--- config.mk ---
export PLATFORM = sky130hd
export DESIGN_NAME = uart_irq_regs
export DESIGN_NICKNAME = d
export VERILOG_FILES = /design/src/rtl/uart_irq_pkg.sv /design/src/rtl/uart_rst_sync.sv /design/src/rtl/uart_ctrl_regs.sv /design/src/rtl/uart_evt_latch.sv /design/src/rtl/uart_irq_merge.sv /design/src/rtl/uart_irq_regs.sv
export SDC_FILE = /design/constraint.sdc
export NUM_CORES = 1
export LEC_CHECK = 0
export BUFFER_PORTS_ARGS = -buffer_cell sky130_fd_sc_hd__buf_2
export CAP_MARGIN = 0
export CELL_PAD_IN_SITES_DETAIL_PLACEMENT = 0
export CELL_PAD_IN_SITES_GLOBAL_PLACEMENT = 1
export CORE_MARGIN = 2
export CORE_UTILIZATION = 30
export CTS_BUF_LIST = sky130_fd_sc_hd__clkbuf_16
export DETAILED_ROUTE_END_ITERATION = 12
export PLACE_DENSITY = 0.84
export SYNTH_ARGS = -nofsm -noshare
export SYNTH_HDL_FRONTEND = slang
export SYNTH_SLANG_ARGS = --single-unit
export TNS_END_PERCENT = 1
--- constraint.sdc ---
create_clock -name clk -period 1.5 [get_ports clk]
set_input_delay 0.15 -clock clk [delete_from_list [all_inputs] [get_ports clk]]
set_output_delay 0.15 -clock clk [all_outputs]
set_load 0.02 [all_outputs]
--- src/rtl/uart_irq_pkg.sv ---
`timescale 1ns/1ps
package uart_irq_pkg;
  localparam int unsigned REG_W   = 32;
  localparam int unsigned ADR_W   = 5;
  localparam int unsigned CTRL_W  = 22;
  localparam int unsigned NUM_ERR = 3;

  localparam logic [ADR_W-1:0] OFS_DATA  = 5'h00;
  localparam logic [ADR_W-1:0] OFS_LEVEL = 5'h04;
  localparam logic [ADR_W-1:0] OFS_STAT  = 5'h08;
  localparam logic [ADR_W-1:0] OFS_CTRL  = 5'h0C;
  localparam logic [ADR_W-1:0] OFS_RATE  = 5'h10;

  // status bit positions; error latches occupy ST_FRAME .. ST_FRAME+NUM_ERR-1
  localparam int unsigned ST_TX     = 0;
  localparam int unsigned ST_RXTRIG = 1;
  localparam int unsigned ST_RXIDLE = 2;
  localparam int unsigned ST_FRAME  = 3;
  localparam int unsigned ST_TXSET  = 6;

  // control word, MSB first; bit positions are the software contract
  typedef struct packed {
    logic       rts_inv;   // 21
    logic [1:0] rts_trig;  // 20:19
    logic       rts_en;    // 18
    logic [1:0] idle_sel;  // 17:16
    logic       cts_inv;   // 15
    logic       cts_en;    // 14
    logic [4:0] ofs;       // 13:9
    logic       brk;       // 8
    logic       err_ie;    // 7
    logic       rx_ie;     // 6
    logic       tx_ie;     // 5
    logic [2:0] rx_tl;     // 4:2
    logic [1:0] tx_tl;     // 1:0
  } ctrl_t;

  function automatic int unsigned tx_thr(input logic [1:0] sel);
    case (sel)
      2'd0:    return 0;
      2'd1:    return 4;
      2'd2:    return 8;
      default: return 16;
    endcase
  endfunction

  function automatic int unsigned rx_thr(input logic [2:0] sel);
    case (sel)
      3'd0:    return 1;
      3'd1:    return 4;
      3'd2:    return 8;
      3'd3:    return 16;
      3'd4:    return 32;
      default: return 48;
    endcase
  endfunction
endpackage

--- src/rtl/uart_rst_sync.sv ---
`timescale 1ns/1ps
module uart_rst_sync #(
  parameter int unsigned STAGES = 2
) (
  input  logic clk,
  input  logic rst_n,
  output logic rst_s_n
);
  logic [STAGES-1:0] sync_q;

  always_ff @(posedge clk or negedge rst_n) begin
    if (!rst_n) sync_q <= '0;
    else        sync_q <= {sync_q[STAGES-2:0], 1'b1};
  end

  assign rst_s_n = sync_q[STAGES-1];
endmodule

--- src/rtl/uart_ctrl_regs.sv ---
`timescale 1ns/1ps
module uart_ctrl_regs
  import uart_irq_pkg::*;
#(
  parameter int unsigned          RATE_W   = 8,
  parameter logic [RATE_W-1:0]    RATE_RST = '1
) (
  input  logic              clk,
  input  logic              rst_n,
  input  logic              ctrl_we,
  input  logic              rate_we,
  input  logic [REG_W-1:0]  wdata,
  output ctrl_t             ctrl,
  output logic [RATE_W-1:0] rate
);
  ctrl_t             ctrl_d, ctrl_q;
  logic [RATE_W-1:0] rate_d, rate_q;
  logic              unused_wdata;

  assign unused_wdata = ^wdata[REG_W-1:CTRL_W];

  always_comb begin
    ctrl_d = ctrl_t'(wdata[CTRL_W-1:0]);
    rate_d = wdata[RATE_W-1:0];
  end

  always_ff @(posedge clk or negedge rst_n) begin
    if (!rst_n) begin
      ctrl_q <= '0;
      rate_q <= RATE_RST;
    end else begin
      if (ctrl_we) ctrl_q <= ctrl_d;
      if (rate_we) rate_q <= rate_d;
    end
  end

  assign ctrl = ctrl_q;
  assign rate = rate_q;
endmodule

--- src/rtl/uart_evt_latch.sv ---
`timescale 1ns/1ps
module uart_evt_latch
  import uart_irq_pkg::*;
#(
  parameter int unsigned LVL_W = 8
) (
  input  logic               clk,
  input  logic               rst_n,
  input  logic               stat_we,
  input  logic [REG_W-1:0]   wdata,
  input  logic [LVL_W-1:0]   tx_level,
  input  logic [1:0]         tx_tl,
  input  logic [NUM_ERR-1:0] ev_err,
  output logic               tx_lat,
  output logic [NUM_ERR-1:0] err_lat
);
  logic               tx_below, tx_above_q, tx_fall;
  logic               tx_set, tx_clr, tx_lat_d, tx_lat_q;
  logic [NUM_ERR-1:0] err_d, err_q;
  logic               unused_wdata;

  assign unused_wdata = ^{wdata[REG_W-1:ST_TXSET+1], wdata[ST_RXIDLE:ST_RXTRIG]};

  // transmit event: level crosses from above the threshold to at/below it
  assign tx_below = 32'(tx_level) <= tx_thr(tx_tl);
  assign tx_fall  = tx_above_q & tx_below;
  assign tx_set   = tx_fall | (stat_we & wdata[ST_TXSET]);
  assign tx_clr   = stat_we & wdata[ST_TX];

  always_comb begin
    tx_lat_d = tx_set | (tx_lat_q & ~tx_clr);
  end

  // error latches: a new event takes priority over a clearing write
  for (genvar i = 0; i < NUM_ERR; i++) begin : g_err
    logic clr_i;
    assign clr_i    = stat_we & wdata[ST_FRAME+i];
    assign err_d[i] = ev_err[i] | (err_q[i] & ~clr_i);
  end

  always_ff @(posedge clk or negedge rst_n) begin
    if (!rst_n) begin
      tx_above_q <= 1'b0;
      tx_lat_q   <= 1'b0;
      err_q      <= '0;
    end else begin
      tx_above_q <= ~tx_below;
      tx_lat_q   <= tx_lat_d;
      err_q      <= err_d;
    end
  end

  assign tx_lat  = tx_lat_q;
  assign err_lat = err_q;
endmodule

--- src/rtl/uart_irq_merge.sv ---
`timescale 1ns/1ps
module uart_irq_merge
  import uart_irq_pkg::*;
#(
  parameter int unsigned LVL_W = 8
) (
  input  logic [LVL_W-1:0]   rx_level,
  input  logic [2:0]         rx_tl,
  input  logic               rx_idle,
  input  logic               tx_lat,
  input  logic [NUM_ERR-1:0] err_lat,
  input  logic [2:0]         ie_vec,   // {err, rx, tx}
  output logic               rx_trig,
  output logic               irq
);
  logic grp_tx, grp_rx, grp_err;

  assign rx_trig = 32'(rx_level) >= rx_thr(rx_tl);

  always_comb begin
    grp_tx  = tx_lat & ie_vec[0];
    grp_rx  = (rx_trig | rx_idle) & ie_vec[1];
    grp_err = (|err_lat) & ie_vec[2];
    irq     = grp_tx | grp_rx | grp_err;
  end
endmodule

--- src/rtl/uart_irq_regs.sv ---
`timescale 1ns/1ps
module uart_irq_regs
  import uart_irq_pkg::*;
#(
  parameter int unsigned LVL_W  = 8,
  parameter int unsigned RATE_W = 8
) (
  input  logic              clk,
  input  logic              rst_n,
  input  logic              reg_wr,
  input  logic [ADR_W-1:0]  reg_addr,
  input  logic [REG_W-1:0]  reg_wdata,
  output logic [REG_W-1:0]  reg_rdata,
  input  logic [LVL_W-1:0]  tx_level,
  input  logic [LVL_W-1:0]  rx_level,
  input  logic              rx_idle,
  input  logic              ev_frame,
  input  logic              ev_break,
  input  logic              ev_overrun,
  output logic              irq,
  output logic              brk_force,
  output logic              cts_en,
  output logic              cts_inv,
  output logic              rts_en,
  output logic              rts_inv,
  output logic [1:0]        rts_trig,
  output logic [1:0]        idle_sel,
  output logic [4:0]        sample_ofs,
  output logic [2:0]        rx_trig_sel,
  output logic [1:0]        tx_trig_sel,
  output logic [RATE_W-1:0] baud_div
);
  ctrl_t              ctrl;
  logic               rst_s_n;
  logic               ctrl_we, rate_we, stat_we;
  logic               tx_lat, rx_trig;
  logic [NUM_ERR-1:0] err_lat;
  logic [2:0]         ie_vec;

  assign ctrl_we = reg_wr && (reg_addr == OFS_CTRL);
  assign rate_we = reg_wr && (reg_addr == OFS_RATE);
  assign stat_we = reg_wr && (reg_addr == OFS_STAT);
  assign ie_vec  = {ctrl.err_ie, ctrl.rx_ie, ctrl.tx_ie};

  uart_rst_sync #(.STAGES(2)) u_rst (
    .clk(clk), .rst_n(rst_n), .rst_s_n(rst_s_n)
  );

  uart_ctrl_regs #(.RATE_W(RATE_W)) u_ctrl (
    .clk(clk), .rst_n(rst_s_n), .ctrl_we(ctrl_we), .rate_we(rate_we),
    .wdata(reg_wdata), .ctrl(ctrl), .rate(baud_div)
  );

  uart_evt_latch #(.LVL_W(LVL_W)) u_evt (
    .clk(clk), .rst_n(rst_s_n), .stat_we(stat_we), .wdata(reg_wdata),
    .tx_level(tx_level), .tx_tl(ctrl.tx_tl),
    .ev_err({ev_overrun, ev_break, ev_frame}),
    .tx_lat(tx_lat), .err_lat(err_lat)
  );

  uart_irq_merge #(.LVL_W(LVL_W)) u_irq (
    .rx_level(rx_level), .rx_tl(ctrl.rx_tl), .rx_idle(rx_idle),
    .tx_lat(tx_lat), .err_lat(err_lat), .ie_vec(ie_vec),
    .rx_trig(rx_trig), .irq(irq)
  );

  always_comb begin
    reg_rdata = '0;
    case (reg_addr)
      OFS_LEVEL: begin
        reg_rdata[LVL_W-1:0]       = rx_level;
        reg_rdata[2*LVL_W-1:LVL_W] = tx_level;
      end
      OFS_STAT: begin
        reg_rdata[ST_TX]              = tx_lat;
        reg_rdata[ST_RXTRIG]          = rx_trig;
        reg_rdata[ST_RXIDLE]          = rx_idle;
        reg_rdata[ST_FRAME+:NUM_ERR]  = err_lat;
      end
      OFS_CTRL: reg_rdata[CTRL_W-1:0] = ctrl;
      OFS_RATE: reg_rdata[RATE_W-1:0] = baud_div;
      default:  reg_rdata = '0;
    endcase
  end

  assign brk_force   = ctrl.brk;
  assign cts_en      = ctrl.cts_en;
  assign cts_inv     = ctrl.cts_inv;
  assign rts_en      = ctrl.rts_en;
  assign rts_inv     = ctrl.rts_inv;
  assign rts_trig    = ctrl.rts_trig;
  assign idle_sel    = ctrl.idle_sel;
  assign sample_ofs  = ctrl.ofs;
  assign rx_trig_sel = ctrl.rx_tl;
  assign tx_trig_sel = ctrl.tx_tl;
endmodule

* Word-level counts from Yosys, hierarchy flattened
Index checks and enable logic that the tools add are counted.
W data, S select, Z words.
** Word-level totals
- Output and inout bits :: 60
- Word-level logic and storage cells :: 68
- Input bits :: 60
- Register bits after elaboration :: 37
** Operators by class
- Reduce and logical (&&, ||, !) cells :: 6
- Order comparisons :: 2
- Eq/ne operators :: 10
- Multiplexer cells :: 6
- Bitwise logic cells :: 26
** Operator list (number)
- $pmux W6 S5 :: 1
- $pmux W6 S4 :: 1
- $pmux W8 S2 :: 1
- $pmux W5 S3 :: 1
- $and A1 B1 Y1 :: 13
- $eq A5 B4 Y1 const B :: 2
- $ge A8 B6 Y1 :: 1
- $le A8 B5 Y1 :: 1
- $or A1 B1 Y1 :: 8
- $eq A3 B2 Y1 const B :: 2
- $mux W6 :: 1
- $pmux W2 S3 :: 1
- $eq A5 B3 Y1 const B :: 1
- $eq A5 B5 Y1 const B :: 1
- $not A1 Y1 :: 5
- $eq A3 B1 Y1 const B :: 1
- $eq A3 B3 Y1 const B :: 1
- $logic_and A1 B1 Y1 :: 3
- $logic_not A3 Y1 :: 1
- $reduce_or A3 Y1 :: 1
- $eq A2 B1 Y1 const B :: 1
- $eq A2 B2 Y1 const B :: 1
- $logic_not A2 Y1 :: 1

* Depth between registers and ports, before layout
Gate-level depths: netlist of the first run.
- Depth in word-level cells :: 7
- Mapped depth :: 8
- Gate-level depth less buffers :: 8

* By module
A second synthesis of the first run with hierarchy kept.
** Unflattened totals
- Cell total of the unflattened synthesis :: 195
- Area, all modules :: 2172.1 sq um
** By module, submodules not included
- uart_ctrl_regs :: instances 1, cells each 63, area an instance 1126.1 sq um, sequential area each 760.7 sq um
- uart_irq_regs :: instances 1, cells each 75, area an instance 538.0 sq um, sequential area each 0.0 sq um
- uart_evt_latch :: instances 1, cells each 27, area an instance 275.3 sq um, sequential area each 125.1 sq um
- uart_irq_merge :: instances 1, cells each 27, area an instance 178.9 sq um, sequential area each 0.0 sq um
- uart_rst_sync :: instances 1, cells each 3, area an instance 53.8 sq um, sequential area each 50.0 sq um

* Worst setup path after synthesis of the first run
OpenSTA, ideal clock, no wires.
- Path kind :: reg-to-output
- Start point :: register u_ctrl.ctrl_q, in the netlist u_ctrl.ctrl[4]
- End point :: output port irq
- Buffers on the path :: 0
- Setup slack :: -0.489 ns
- Arrival :: 1.839 ns
- Required time :: 1.350 ns
- Cell stages (with the launch flop) :: 7
- Cells stage by stage :: dfrtp_1 or3_1 ha_1 nand4_1 o21ai_0 a31oi_1 o21ai_0
** On the way
- Cells in the longest elaborated chain, start to end :: 7
- Elaborated cells on any way between the ends :: 11
- Those cells by class :: 1 x order compare; 4 x eq/ne; 1 x mux; 4 x bitwise; 1 x reduce/logical
** Ends and longest elaborated chain
- start, declared :: RTL line uart_ctrl_regs.sv:16 : ctrl_t ctrl_d, ctrl_q;
- start signal, assigned :: RTL line uart_ctrl_regs.sv:32 : if (ctrl_we) ctrl_q <= ctrl_d;
- $eq A3 B3 Y1 (tied with other cells) :: RTL line uart_irq_pkg.sv:48 : case (sel)
- $pmux W6 S5 * :: RTL line uart_irq_pkg.sv:48
- $ge A8 B6 Y1 * :: RTL line uart_irq_merge.sv:18 : assign rx_trig = 32'(rx_level) >= rx_thr(rx_tl);
- $or A1 B1 Y1 * :: RTL line uart_irq_merge.sv:22 : grp_rx = (rx_trig | rx_idle) & ie_vec[1];
- $and A1 B1 Y1 * :: RTL line uart_irq_merge.sv:22
- $or A1 B1 Y1 * (2 in series) :: RTL line uart_irq_merge.sv:24 : irq = grp_tx | grp_rx | grp_err;
- end, declared :: RTL line uart_irq_regs.sv:20 : output logic irq,
Mark *: on every way between the ends. The rest lies on a longest branch, timed or not.

* Worst setup path after layout of the first run
- Start point :: register u_ctrl.ctrl_q, in the netlist u_ctrl.ctrl[3]
- End point :: output port reg_rdata[1]
** On the way
- Cells in the longest elaborated chain, start to end :: 4
- Elaborated cells on any way between the ends :: 8
- Those cells by class :: 1 x order compare; 4 x eq/ne; 2 x mux; 1 x reduce/logical
** Ends and longest elaborated chain
- $eq A3 B3 Y1 (tied with other cells) :: RTL line uart_irq_pkg.sv:48
- $pmux W6 S5 * :: RTL line uart_irq_pkg.sv:48
- $ge A8 B6 Y1 * :: RTL line uart_irq_merge.sv:18
- $pmux W6 S4 * :: RTL line uart_irq_regs.sv:69 : case (reg_addr)
- end, declared :: RTL line uart_irq_regs.sv:13 : output logic [REG_W-1:0] reg_rdata,
Marks and branches as above.

==> impl_metrics.yaml, run 1 <==
floorplanning:
  die_y_um: 90.8
  core-area_um2: 7290
  ios: 120
  die_x_um: 90.8
  dieArea_um2: 8240
  row_count: 31
  initial_utilization: 0.310
grt:
  grt_pass1_wl_mm: 10.4
  gr-total-overflow: 0
  grt_antenna_before_repair: 0
  grt.met3_usage: 0.0417
  grtUsageMet2: 0.243
  grt_max_degree: 36
  busiest_layer: "met2"
  grt_util_met1: 0.220
  track_usage: 0.159
  grt_pass1_vias: 1982
outcome:
  status: "finished, violations left"
  violations: "setup timing"
logic_synthesis:
  synthesis.area_um2: 2260
  synth_cells: 191
  synthTopCellsByArea: "dfrtp_1, mux2_4, dfstp_2"
  ys_ff_latch: 37
  synth_area_leader_cell: "dfrtp_1"
  synth_area_per_cell_um2: 11.8
  synth_top_area_frac: 0.321
  yosys_warnings: 0
  ys_seq_area_frac: 0.414
  synth_cell_type_count: 40
critical_path:
  critical_path_class: "reg2out"
  cp_max_fo: 4
  required_ns: 1.35
  worstSetupStartpointType: "flip-flop"
  arrival_ns: 2.08
  critPathCaptureType: "output port"
final_layout:
  stdcell_area_um2: 3330
  layout_commonest_cell: "buf_2"
  insertedDiodeCount: 0
  fin_util: 0.456
  fill_cells: 703
  final_nets: 376
  stdcell_count: 408
  layout-drive-gt1-share: 0.605
  final_cell_mix: "buf_2, buf_4, dfrtp_1, mux2_4, buf_6"
  syn_to_final_growth_pct: 47.2
routing:
  firstDrtPassIters: 4
  drt-initial-drc-count: 113
  via_per_inst: 4.71
  drt_wl_total_mm: 6.60
  ant_nets: 0
  vias: 1923
  drc_errors: 0
  post_drt_wl_per_cell_um: 16.2
power_and_ir_drop:
  power_mw: 3.53
  ir_drop_uv: 599
  pwr_density_cell_nw_per_um2: 1060
  leakage_nw: 1.70
sta:
  period_minus_slack_ns: 2.23
  fmax_ghz: 0.448
  final-hold-violation-count: 0
  maxSlewViolCount: 0
  rsz0062_at_grt: "yes"
  finalSetupViolations: 8
  hold_ws_ns: 0.0488
  setup_ws_ns: -0.730
  tns_ns: -1.83
  period_share: 1.49
  finClkSkew_ns: 0.00672
clocking:
  cts.clk_slew.worst_paths_ns: 0.05
  cts_tree: "done"
  cts_root_buf: "clkbuf_16"
  cts.sinks: 37
  clock_latency_ns: 0.28
  cts_buffer_depth: 2
  htree_num_levels: 2
  cts_buffers: 5
place:
  placed_area_um2: 2940
  dp_slack_ns: -0.509
  dp.cells: 396
  port_buffers: 99
  routabilityCongestion: 0.872
  hpwl_mm: 4.95
flow_run:
  cap_violations: 0
hold_path:
  holdCritPathClass: "in2reg"
cell families after synthesis:
group,share of synthesized area
simple gates,0.121
buf+inv,0.111
flops,0.414
compound gates,0.124
mux,0.183
fa+ha+maj,0.0443
other cells,0.00332
where the power goes:
part	total, mW	leakage (nW)	switching (mW)	internal [mW]
combinational	1.21	1.19	0.625	0.583
clock	0.979	0.0738	0.381	0.597
sequential	1.34	0.433	0.142	1.20
total	3.53	1.70	1.15	2.38
area by class of cell:
cell class                      count  area, µm²  area share
Sequential cell                    37        937       0.282
Clock buffer                        5        125      0.0376
Inverter                            8       30.0     0.00903
Tap cell                           99        124      0.0372
Multi-Input combinational cell    125       1230       0.370
Clock inverter                      3       11.3     0.00339
Timing Repair Buffer              131        868       0.261
critical path, stage by stage, from the launching register on:
cell	delay (ns)
dfrtp_1	0.40
inv_1	0.08
or3_4	0.34
ha_4	0.27
nand4_1	0.11
o21ai_2	0.22
a31oi_4	0.07
o21ai_4	0.17
buf_6	0.14
final timing paths:
check | from | cells after the start | endpoint | slack, ns
setup / recovery | u_ctrl.ctrl[3]$_DFFE_PN0P_ | 8 | reg_rdata[1] | -0.73
hold / removal | ev_break | 2 | u_evt.err_lat[1]$_DFF_PN0_ | 0.05
setup reg to reg | u_ctrl.ctrl[0]$_DFFE_PN0P_ | 6 | u_evt.tx_above_q$_DFF_PN0_ | -0.26
hold reg to reg | u_rst.sync_q[1]$_DFF_PN0_ | 1 | u_evt.tx_above_q$_DFF_PN0_ | 0.28
max in group asynchronous | u_rst.sync_q[1]$_DFF_PN0_ | 1 | u_ctrl.rate[5]$_DFFE_PN1P_ | 0.87
min in group asynchronous | rst_n | 2 | u_rst.sync_q[0]$_DFF_PN0_ | 0.19
what timing repair did:
action | CTS | global route
gates resized for setup | 23 | 30
endpoints found under the hold margin | 2 | 0
setup buffers | 3 | 1
hold buffers | 1 | 0
endpoints found under the setup margin | 21 | 25
pin swaps | 7 | 11
synthesized netlist by cell type (all sizes together):
| cell | n |
|---|---|
| nand2 | 11 |
| nand3 | 4 |
| nor3 | 2 |
| ha | 8 |
| nand2b | 3 |
| nand4b | 1 |
| clkbuf | 2 |
| and2 | 6 |
| conb | 2 |
| dfstp | 8 |
| o22a | 1 |
| a22o | 8 |
| nor2 | 1 |
| a22oi | 10 |
| or4b | 1 |
| or4 | 2 |
| nor3b | 1 |
| nand4 | 1 |
| mux2 | 30 |
| buf | 28 |
| a222oi | 4 |
| or3b | 1 |
| inv | 8 |
| a31oi | 1 |
| nor4 | 2 |
| a21o | 4 |
| nor2b | 2 |
| o21ai | 5 |
| dfrtp | 29 |
| or3 | 2 |
| a32oi | 1 |
| o21a | 1 |
| a2111oi | 1 |
flip-flops by register name (all words and copies together), names as in the netlist:
signal / cells
u_ctrl.rate: 8
u_rst.sync_q: 2
u_ctrl.ctrl: 22
u_evt.err_lat: 3
u_evt.tx_above_q: 1
u_evt.tx_lat: 1
metal layers:
layer / up-vias / part of all wire
met4: 0 / 0.024
li1: 898 / -
met2: 89 / 0.45
met3: 15 / 0.074
met1: 921 / 0.45
met5: - / 0
No activity file was read; power rests on OpenSTA's default activity.
==> run 2, diff against run 1 <==
- GPL_TIMING_DRIVEN: unset -> 0
- SLEW_MARGIN: unset -> 20
==> run 2 against run 1 <==
  * The run still ends with setup timing left
  * Critical path depth down 1
  * Clock-buffer cell count stayed put
  * Combinational power about the same
  * Critical path type unchanged
  * Critical endpoint unchanged
  * Largest power group unchanged
  * Highest routed layer unchanged
==> impl_metrics.yaml, run 2 (synthesis gave the netlist of run 1 again) <==
final_layout:
  largest_register_ffs: 22
  syn_to_final_growth_pct: 50.5
  final_cell_mix: "buf_2, buf_4, dfrtp_1, buf_6, mux2_4"
  insertedDiodeCount: 0
  seq_area_um2: 941
  fill_cells: 726
  layout_commonest_cell: "buf_2"
  layout-drive-gt1-share: 0.640
  final_nets: 378
  multi_input_area_um2: 1240
clocking:
  cts.clk_slew.worst_paths_ns: 0.06
  cts_buffers: 5
  cts_root_buf: "clkbuf_16"
  cts.sinks: 37
  clock_latency_ns: 0.28
  cts_tree: "done"
  htree_num_levels: 2
  cts_buffer_depth: 2
routing:
  drt-initial-drc-count: 79
  drc_errors: 0
  firstDrtPassIters: 5
  post_drt_wl_per_cell_um: 15.9
  vias: 1898
  drt_wl_total_mm: 6.52
  ant_nets: 0
  via_per_inst: 4.63
sta:
  tns_ns: -2.97
  period_minus_slack_ns: 2.21
  finClkSkew_ns: 0.00471
  setup_ws_ns: -0.708
  slew_headroom: 0.502
  fmax_ghz: 0.453
  period_share: 1.47
  maxSlewViolCount: 0
  final-hold-violation-count: 0
  tightest_slew_ns: 0.741
  rsz0062_at_grt: "yes"
  finalSetupViolations: 18
floorplanning:
  ios: 120
  die_y_um: 90.8
  initial_utilization: 0.310
  core-area_um2: 7290
  dieArea_um2: 8240
  die_x_um: 90.8
  row_count: 31
power_and_ir_drop:
  internal_power_mw: 2.44
  seqPwrFrac: 0.385
  switching_power_mw: 1.14
  pwr_density_cell_nw_per_um2: 1050
  ir_drop_uv: 876
  clkPwrFrac: 0.279
  pwr-share-comb: 0.336
  leakage_nw: 1.74
  switching_share: 0.318
place:
  port_buffers: 98
  routabilityCongestion: 0.816
  dp_slack_ns: -0.617
  hpwl_mm: 4.86
grt:
  grt_pass1_wl_mm: 10.1
  grt_max_degree: 24
  grt_antenna_before_repair: 0
  grt_pass1_vias: 1926
  gr-total-overflow: 0
  track_usage: 0.159
outcome:
  status: "finished, violations left"
  violations: "setup timing"
critical_path:
  arrival_ns: 2.06
  worstSetupStartpointType: "flip-flop"
  critical_path_class: "reg2out"
  cp_max_fo: 4
  required_ns: 1.35
  critPathCaptureType: "output port"
hold_path:
  holdCritPathClass: "in2reg"
flow_run:
  cap_violations: 0
## run 2: per-stage QoR
stage	total power [mW]	cells	hold slack, ns	utilization	area [µm²]
floorplan	2.08	200	-0.146	-	2300
global placement	2.40	397	-0.0639	0.400	2920
detailed placement	2.44	398	-0.0627	0.404	2940
CTS	3.58	409	0.0429	0.455	3310
global route	3.77	410	0.0469	0.466	3400
finish	3.57	410	0.0464	0.466	3400
## run 2: repair_timing
item                       4_1_cts  5_1_grt
hold buffers                     1        0
buffers inserted                 2        1
pin swaps                        9        7
resized for setup               58       21
setup endpoints to repair       25       33
hold endpoints to repair         2        0
## run 2: worst paths after layout
kind | start | end | slack, ns | cells after the start
max | u_ctrl.ctrl[4]$_DFFE_PN0P_ | reg_rdata[1] | -0.71 | 7
min | ev_break | u_evt.err_lat[1]$_DFF_PN0_ | 0.05 | 2
max reg2reg | u_ctrl.ctrl[0]$_DFFE_PN0P_ | u_evt.tx_above_q$_DFF_PN0_ | -0.32 | 6
min reg2reg | u_rst.sync_q[1]$_DFF_PN0_ | u_ctrl.ctrl[13]$_DFFE_PN0P_ | 0.18 | 0
max in group asynchronous | u_rst.sync_q[1]$_DFF_PN0_ | u_ctrl.rate[2]$_DFFE_PN1P_ | 0.81 | 1
min in group asynchronous | u_rst.sync_q[1]$_DFF_PN0_ | u_ctrl.ctrl[13]$_DFFE_PN0P_ | 0.18 | 0
## run 2: power groups by stage
| stage | logic (mW) | registers, mW | clock network, mW |
|---|---|---|---|
| floorplan | 0.641 | 1.44 | 0 |
| global placement | 1.01 | 1.39 | 0 |
| detailed placement | 1.05 | 1.39 | 0 |
| CTS | 1.17 | 1.37 | 1.04 |
| global route | 1.29 | 1.40 | 1.08 |
| finish | 1.20 | 1.37 | 0.998 |
## run 2: layout make-up
class / instances / share of cell area
Sequential cell: 37 / 0.277
Multi-Input combinational cell: 125 / 0.364
Inverter: 8 / 0.00883
Timing Repair Buffer: 103 / 0.201
Buffer: 30 / 0.0717
Clock inverter: 3 / 0.00515
Clock buffer: 5 / 0.0368
Tap cell: 99 / 0.0364
## run 2: routing by layer
metal / track usage / wire, µm
met4: 0.0442 / 59
met2: 0.258 / 3190
met3: 0.0526 / 410
met1: 0.202 / 2860
met5: 0 / 0
## run 2: worst max-delay path, stage by stage (launching register included)
cell	delay, ns
dfrtp_1	0.42
or3_4	0.41
ha_4	0.28
nand4_1	0.11
o21ai_2	0.21
a31oi_4	0.06
o21ai_2	0.16
buf_6	0.14
==> run 3, diff against run 2 <==
- RECOVER_POWER: unset -> 50
==> run 3 against run 2 <==
  * The run still ends with setup timing left
  * Non-clock buffer count is the same
  * Clock skew is essentially flat
  * First-iteration DRC count shrank 2.5%
  * Cell area shrank 1.1%
  * Sequential cell count is the same
  * Wire length is essentially flat
  * Clock power is essentially flat
  * Hold slack is essentially flat
  * Clock-buffer cell count is the same
  * Combinational power is essentially flat
  * Worst setup slack gained 0.0048 ns
==> impl_metrics.yaml, run 3 (synthesis gave the netlist of run 1 again) <==
routing:
  drt-initial-drc-count: 77
  vias: 1915
  drt_wl_total_mm: 6.52
  post_drt_wl_per_cell_um: 15.9
  firstDrtPassIters: 4
  via_per_inst: 4.67
  ant_nets: 0
  drc_errors: 0
clocking:
  cts_buffers: 5
  htree_num_levels: 2
  cts_root_buf: "clkbuf_16"
  cts_tree: "done"
  cts.clk_slew.worst_paths_ns: 0.06
  cts_buffer_depth: 2
  clock_latency_ns: 0.28
  cts.sinks: 37
grt:
  grt_pass1_wl_mm: 10.1
  grt_max_degree: 24
  grt_antenna_before_repair: 0
  track_usage: 0.159
  grt_pass1_vias: 1926
  gr-total-overflow: 0
final_layout:
  fill_cells: 737
  layout_commonest_cell: "buf_2"
  layout-drive-gt1-share: 0.598
  stdcell_area_um2: 3360
  syn_to_final_growth_pct: 48.8
  largest_register_ffs: 22
  multi_input_area_um2: 1240
  seq_area_um2: 940
  final_nets: 378
  final_cell_mix: "buf_2, buf_4, dfrtp_1, buf_6, mux2_4"
  insertedDiodeCount: 0
sta:
  tightest_slew_ns: 0.722
  finalSetupViolations: 18
  rsz0062_at_grt: "yes"
  period_minus_slack_ns: 2.20
  fmax_ghz: 0.454
  hold_ws_ns: 0.0461
  maxSlewViolCount: 0
  period_share: 1.47
  finClkSkew_ns: 0.00475
  tns_ns: -2.88
  slew_headroom: 0.515
  final-hold-violation-count: 0
  setup_ws_ns: -0.703
critical_path:
  slowest_stage: "dfrtp_1"
  cp_max_fo: 4
  cp_cell_sequence: "or3_4 -> ha_4 -> nand4_1 -> o21ai_2 -> a31oi_4 -> o21ai_2 -> buf_6"
  critical_path_class: "reg2out"
  crit_top_cell: "o21ai_2"
  critPathCaptureType: "output port"
  r2r-start: "u_ctrl.ctrl[0]$_DFFE_PN0P_"
  required_ns: 1.35
  arrival_ns: 2.05
  ff2ff_setup_slack_ns: -0.32
  reg2regPathDepth: 6
  critPathMaxStageDelay_ns: 0.42
  r2r_end: "u_evt.tx_above_q$_DFF_PN0_"
  worstSetupStartpointType: "flip-flop"
flow_run:
  cap_violations: 0
floorplanning:
  initial_utilization: 0.310
  ios: 120
  dieArea_um2: 8240
  die_y_um: 90.8
  core-area_um2: 7290
  row_count: 31
  die_x_um: 90.8
place:
  hpwl_mm: 4.86
  routabilityCongestion: 0.816
  port_buffers: 98
  placed_area_um2: 2940
hold_path:
  hold_start: "ev_break"
  holdCritPathClass: "in2reg"
  whs_path_depth: 2
  min_to: "u_evt.err_lat[1]$_DFF_PN0_"
power_and_ir_drop:
  leakage_nw: 1.69
  pwr_density_cell_nw_per_um2: 1060
  ir_drop_uv: 873
outcome:
  violations: "setup timing"
  status: "finished, violations left"
[run 3: changes by cell type in the layout (fill, tap and decap cells not counted), sizes merged]
cell and delta:
buf -13, clkbuf +13
[run 3: worst max path at each step]
stage | startpoint | endpoint | slack (ns) | cells after the start
after floorplan | u_ctrl.ctrl[0]$_DFFE_PN0P_ | u_evt.tx_above_q$_DFF_PN0_ | -0.28 | 6
after global placement | reg_addr[4] | reg_rdata[0] | -0.62 | 7
after detailed placement | reg_addr[4] | reg_rdata[2] | -0.62 | 7
after CTS | u_ctrl.ctrl[4]$_DFFE_PN0P_ | reg_rdata[1] | -0.67 | 7
after global routing | u_ctrl.ctrl[4]$_DFFE_PN0P_ | reg_rdata[1] | -0.77 | 7
final | u_ctrl.ctrl[4]$_DFFE_PN0P_ | reg_rdata[1] | -0.70 | 7
[run 3: critical path: cells and delay by family, from the launching register on]
| family | cells | cell delay [ns] |
|---|---|---|
| fa+ha+maj | 1 | 0.28 |
| flops | 1 | 0.42 |
| buf+inv | 1 | 0.14 |
| simple gates | 2 | 0.52 |
| compound gates | 3 | 0.42 |
[run 3: repair_timing]
| item | in CTS | in global routing |
|---|---|---|
| pin swaps | 9 | 7 |
| resized for setup | 58 | 21 |
| endpoints found under the hold margin | 2 | 0 |
| hold buffers | 1 | 0 |
| setup buffers | 2 | 1 |
| endpoints found under the setup margin | 25 | 33 |
[run 3: cell type report]
cell class              count  share of cell area
repair buffers            103               0.192
well taps                  99              0.0368
plain buffers              30              0.0726
clock inverters             3             0.00521
multi-input cells         125               0.368
inverters                   8             0.00893
flip-flops and latches     37               0.279
clock buffers               5              0.0372
[run 3: power breakdown]
| group | switching [mW] | internal (mW) |
|---|---|---|
| clock network | 0.390 | 0.609 |
| registers | 0.170 | 1.20 |
| logic | 0.579 | 0.599 |
[run 3: through the flow]
| stage | worst slack [ns] | total power [mW] | cells | util |
|---|---|---|---|---|
| 2_1_floorplan | -0.279 | 2.08 | 200 | - |
| 6_report | -0.703 | 3.55 | 410 | 0.461 |
| 4_1_cts | -0.665 | 3.58 | 409 | 0.455 |
| 3_3_place_gp | -0.620 | 2.40 | 397 | 0.400 |
| 3_5_place_dp | -0.617 | 2.44 | 398 | 0.404 |
| 5_1_grt | -0.769 | 3.75 | 410 | 0.461 |
[run 3: routing by layer]
metal / global-route usage / part of all wire
met4: 0.0442 / 0.0090
met3: 0.0526 / 0.072
met2: 0.258 / 0.49
met1: 0.202 / 0.43
met5: 0 / 0
